**config.mk**
```make
export PLATFORM = sky130hd
export DESIGN_NAME = undertone_sync_osc
export DESIGN_NICKNAME = d
export VERILOG_FILES = /design/src/rtl/undertone_pkg.sv /design/src/rtl/undertone_phase_acc.sv /design/src/rtl/undertone_sync_ctrl.sv /design/src/rtl/undertone_sync_osc.sv
export SDC_FILE = /design/constraint.sdc
export NUM_CORES = 1
export LEC_CHECK = 0
export CAP_MARGIN = 10
export CORE_UTILIZATION = 30
export CTS_CLUSTER_DIAMETER = 60
export DETAILED_ROUTE_END_ITERATION = 12
export PLACE_DENSITY_LB_ADDON = 0.25
export SLEW_MARGIN = 20
export SYNTH_ARGS = -nofsm -noshare
export SYNTH_HDL_FRONTEND = slang
export SYNTH_SLANG_ARGS = --single-unit
export TNS_END_PERCENT = 50
```
**constraint.sdc**
```tcl
create_clock -name clk -period 2.2 [get_ports clk]
set_input_delay 0.55 -clock clk [delete_from_list [all_inputs] [get_ports clk]]
set_output_delay 0.55 -clock clk [all_outputs]
set_load 0.005 [all_outputs]
```
**src/rtl/undertone_pkg.sv**
```systemverilog
package undertone_pkg;

    typedef enum logic {
        SYNC_SKIP    = 1'b0,
        SYNC_ONESHOT = 1'b1
    } sync_mode_e;

    typedef struct packed {
        logic done;   // secondary finished a cycle
        logic pend;   // restart due
    } sync_state_t;

    function automatic logic hold_active(sync_mode_e m, sync_state_t s);
        return (m == SYNC_ONESHOT) && s.done;
    endfunction

endpackage

```
**src/rtl/undertone_phase_acc.sv**
```systemverilog
module undertone_phase_acc #(
    parameter int W = 16
) (
    input  logic         clk,
    input  logic         rst,
    input  logic         tick,
    input  logic [W-1:0] inc,
    input  logic         clr,
    input  logic         zero_on_wrap,
    output logic [W-1:0] phase,
    output logic         wrap,
    output logic         eoc
);
    logic [W:0] sum;

    assign sum  = {1'b0, phase} + {1'b0, inc};
    assign wrap = tick && !clr && sum[W];

    always_ff @(posedge clk) begin
        if (rst) begin
            phase <= '0;
            eoc   <= 1'b0;
        end else begin
            eoc <= wrap;
            if (clr)
                phase <= '0;
            else if (tick)
                phase <= (wrap && zero_on_wrap) ? '0 : sum[W-1:0];
        end
    end
endmodule

```
**src/rtl/undertone_sync_ctrl.sv**
```systemverilog
module undertone_sync_ctrl
    import undertone_pkg::*;
(
    input  logic        clk,
    input  logic        rst,
    input  sync_mode_e  mode,
    input  logic        prim_wrap,
    input  logic        sec_wrap,
    output sync_state_t st,
    output logic        restart,
    output logic        hold
);
    assign restart = st.pend;
    assign hold    = hold_active(mode, st);

    always_ff @(posedge clk) begin
        if (rst || restart) begin
            st <= '0;
        end else begin
            if (sec_wrap)
                st.done <= 1'b1;
            if (prim_wrap)
                st.pend <= st.done;
        end
    end
endmodule

```
**src/rtl/undertone_sync_osc.sv**
```systemverilog
module undertone_sync_osc
    import undertone_pkg::*;
#(
    parameter int W = 16
) (
    input  logic         clk,
    input  logic         rst,
    input  logic         tick,
    input  logic         mode_oneshot,
    input  logic [W-1:0] prim_inc,
    input  logic [W-1:0] sec_inc,
    output logic [W-1:0] prim_phase,
    output logic [W-1:0] sec_phase,
    output logic         prim_eoc,
    output logic         sec_eoc,
    output logic         cyc_done,
    output logic         sync_pend
);
    sync_mode_e  mode;
    sync_state_t st;
    logic        prim_wrap, sec_wrap, restart, hold;

    assign mode = sync_mode_e'(mode_oneshot);

    undertone_phase_acc #(.W(W)) u_prim (
        .clk(clk), .rst(rst), .tick(tick), .inc(prim_inc),
        .clr(1'b0), .zero_on_wrap(1'b0),
        .phase(prim_phase), .wrap(prim_wrap), .eoc(prim_eoc)
    );

    undertone_phase_acc #(.W(W)) u_sec (
        .clk(clk), .rst(rst), .tick(tick), .inc(sec_inc),
        .clr(restart || hold), .zero_on_wrap(mode == SYNC_ONESHOT),
        .phase(sec_phase), .wrap(sec_wrap), .eoc(sec_eoc)
    );

    undertone_sync_ctrl u_ctrl (
        .clk(clk), .rst(rst), .mode(mode),
        .prim_wrap(prim_wrap), .sec_wrap(sec_wrap),
        .st(st), .restart(restart), .hold(hold)
    );

    assign cyc_done  = st.done;
    assign sync_pend = st.pend;
endmodule

```
==> run metrics, run 1 <==
Synth cell types=53; hold_buf cts=0; Startpoint Class=input port; final setup margin=-0.0107 ns; clk_skew=0.00276 ns; vias in the first global route=3,196; fin crit period=2.21 ns; Final Hold Fails=0; Slew @ Worst Pin=0.362 ns; Post-Syn Nets=415; Rows=34; I/O pins=72; effective utilization at floorplan=0.316; ys flop type=dfxtp_1; CORE AREA=8890 um2; initial antenna violation count=0; via count=3,298; DR DRC count=0; mux contribution to synthesized area=0.0441; power density cells=673 nW/um2; Register-to-Register Path Depth=9; Die Y-Extent=98.7 um; Hold EP=u_prim.phase[10]$_SDFFE_PP0P_; Comb pwr share=0.588; Worst Path Arrival=2.43 ns; WS Path Type=input port to flip-flop; delay-heaviest family, CP=compound AO/OA/AOI/OAI gates; worst min path class=flip-flop to flip-flop; worst hold path startpoint=u_prim.phase[10]$_SDFFE_PP0P_; Area Overhead vs Synth=80.7%; reg2reg setup slack=0 ns; largest net degree at the start of global routing=21; Reg power frac=0.254; drt pass-1 iters=4; Layout Nets=590; Critical R2R Capture=u_sec.phase[12]$_SDFFE_PP0P_; WP data required=2.42 ns; number of synthesized register bits=36; total global routing overflow=0; final worst path period share=1.00; CP peak stage delay=0.50 ns; status=complete, but fails checks; largest family of logic cells by synthesized area=compound AO/OA/AOI/OAI gates; Buf+Inv Stages, Crit Path=2; clk root buf=clkbuf_8; die width=98.7 um; Synth Area in Adders=0.157; Tot Pwr=3410 uW; worst rel slew slack=0.759; clock power share=0.157; Placed Instances=610; clock buffer depth=2; Hold Path Depth=2; synth warn=0; worst-path fanout max=5; max-cap viol count=0; I/O Buffers=71; Max Slew Vio Count=0; final antenna-violating net count=0; htree depth=2; Starting DRT DRC Count=83; share of cells above drive strength 1=0.383; Via density=5.25; CTS sink cnt=36; die area=9750 um2; met2 Usage GRT=0.339; Avg Inst Size Synth=8.13 um2; Pleak=0.00223 uW; tightest hold margin=0.505 ns; placed inst area=4420 um2; GR peak layer=met2; maximum vdd drop=0.426 mV; async set-reset flop share out of synthesis=0; Sw Pwr=1210 uW; register area share after synthesis=0.257; failing checks=negative setup slack; Highest Clock Rate=452 MHz; Tot GR Track Use=0.181; Critical Path, Cell by Cell=clkdlybuf4s50_1 -> ha_4 -> a21oi_2 -> o21ai_2 -> a21oi_4 -> buf_6 -> o31ai_4 -> a311o_1 -> a21oi_1; number of synthesized flops with an enable pin=0; antenna cell count=0; Routability Congestion=0.843; Gate Count Post-Synth=345; met1 usage=0.217; Int Pwr=2200 uW; CTS tree=built; worst-skew pair later-pin latency=0.29 ns; sw frac=0.355; RSZ-0062 raised after global routing=true; Synth Area in Simple Gates=0.184; final non-filler cell total=628; XOR/XNOR Fraction of Synth Area=0.0531; reg2reg start=u_sec.phase[0]$_SDFFE_PP0P_; synthesized cell area=2810 um2; post-DP HPWL=6470 um; Compound-Gate Fraction of Synth Area=0.273; first-pass GRT wire length=14,500 um; Final Setup Violations=1; TNS Setup=-0.0107 ns; WL/cell=14.3 um; Finished Cell Area=5070 um2; clock slew at reported path FFs=0.08 ns; CP Capture Type=flip-flop; Num CTS Buffers=5; Slowest cell on crit path=clkdlybuf4s50_1; met3 Use GR=0.0270; total wire length=9010 um
-- placed cells by master (no fill, tap or decap), types with 4 or more instances in the layout --
cell and instances:
xnor2_1 10, o21ai_0 6, a21oi_2 11, inv_1 12
buf_4 102, a21oi_1 26, nand2_1 32, a22oi_1 4
a21oi_4 4, clkbuf_2 4, clkdlybuf4s50_1 52, nor2_1 29
dfxtp_1 35, xor2_1 7, dlygate4sd2_1 4, ha_1 9
o21ai_2 9, nand3_1 9, clkbuf_8 7, dlymetal6s2s_1 10
o21ai_1 4, a21o_1 10, nor3_1 7, ha_4 22
buf_6 4, mux2i_1 9
-- timing repair --
item,4_1_cts,5_1_grt
gates cloned,0,1
setup endpoints to repair,28,26
pin swaps,25,36
buffers inserted,3,7
resized for setup,52,58
-- through the flow --
step | util | setup WS [ns]
finish | 0.570 | -0.0107
global placement | 0.497 | -0.672
detailed placement | 0.497 | -0.701
floorplan | - | -0.0533
global route | 0.570 | -0.0915
CTS | 0.535 | -0.0171
-- sequential cells by signal, summed over array words and instances, names as in the netlist --
signal	count
u_prim.phase	16
u_sec.phase	16
u_ctrl.restart	1
u_ctrl.st	1
u_prim.eoc	1
u_sec.eoc	1
-- logic make-up after synthesis --
group                      count (synthesis)
DFF                                       36
muxes                                     12
xor gates and xnor gates                  17
adders and majority gates                 34
and+or+nand+nor                          108
buffers and inverters                     22
AOI/OAI and AO/OA                        116
-- cells in the mapped netlist, types with 3 or more instances --
master | instances | area (um2)
a21oi_1 | 40 | 200
dfxtp_1 | 36 | 721
nand2_1 | 34 | 128
ha_1 | 32 | 400
nor2_1 | 30 | 113
o21ai_0 | 19 | 95.1
inv_1 | 12 | 45.0
a21o_1 | 10 | 75.1
nand3_1 | 10 | 50.1
xnor2_1 | 10 | 87.6
clkbuf_1 | 9 | 33.8
mux2i_1 | 9 | 90.1
nor3_1 | 8 | 40.0
xor2_1 | 7 | 61.3
a211oi_1 | 5 | 37.5
a22oi_1 | 5 | 37.5
a211o_1 | 3 | 26.3
and2_1 | 3 | 18.8
and3_1 | 3 | 18.8
mux2_2 | 3 | 33.8
nand2b_1 | 3 | 18.8
nand4_1 | 3 | 18.8
nor2b_1 | 3 | 18.8
o211ai_1 | 3 | 22.5
o22ai_1 | 3 | 18.8
o311ai_0 | 3 | 26.3
-- cell type report --
class | count | area, um2
inverters | 12 | 45.0
fillers | 790 | 3820
well taps | 108 | 135
multi-input cells | 287 | 2510
flip-flops and latches | 36 | 722
repair buffers | 178 | 1560
clock buffers | 7 | 96.3
-- worst max path at each step --
| stage | from | endpoint | slack, ns | cells past startpoint |
|---|---|---|---|---|
| final | sec_inc[5] | u_sec.phase[12]$_SDFFE_PP0P_ | -0.01 | 9 |
| after global routing | u_sec.phase[0]$_SDFFE_PP0P_ | u_sec.phase[12]$_SDFFE_PP0P_ | -0.09 | 9 |
| after CTS | sec_inc[3] | u_sec.phase[14]$_SDFFE_PP0P_ | -0.02 | 8 |
| after detailed placement | sec_inc[0] | u_sec.phase[12]$_SDFFE_PP0P_ | -0.70 | 10 |
| after global placement | sec_inc[0] | u_sec.phase[12]$_SDFFE_PP0P_ | -0.67 | 10 |
| after floorplan | sec_inc[0] | u_sec.phase[11]$_SDFFE_PP0P_ | -0.05 | 9 |
-- metal layers --
layer,share of wire,wire length [um]
met4,0.011,98
met2,0.52,4700
met3,0.032,292
met1,0.43,3920
met5,0,0
-- worst reg2reg max path: stages, from the launching register on --
cell and delay, ns:
dfxtp_2 0.34, ha_4 0.16, fa_2 0.39, a211oi_2 0.24, nor2_2 0.09, a21oi_4 0.25, buf_6 0.14, o31ai_4 0.06
a311o_1 0.35, a21oi_1 0.11
-- power groups by stage --
stage	Sequential, uW	Clock, uW	Combinational, uW
6_report	868	536	2010
5_1_grt	880	580	2190
4_1_cts	856	555	1820
3_5_place_dp	855	0	1670
3_3_place_gp	854	0	1650
2_1_floorplan	850	0	848
Note: power is estimated with default switching activity, not from simulation.
==> run 2, diff against run 1 <==
Settings changed: CAP_MARGIN 10 to 20.
==> results of run 2 <==
The final DEF is identical to that of run 1; final timing and power are the same.
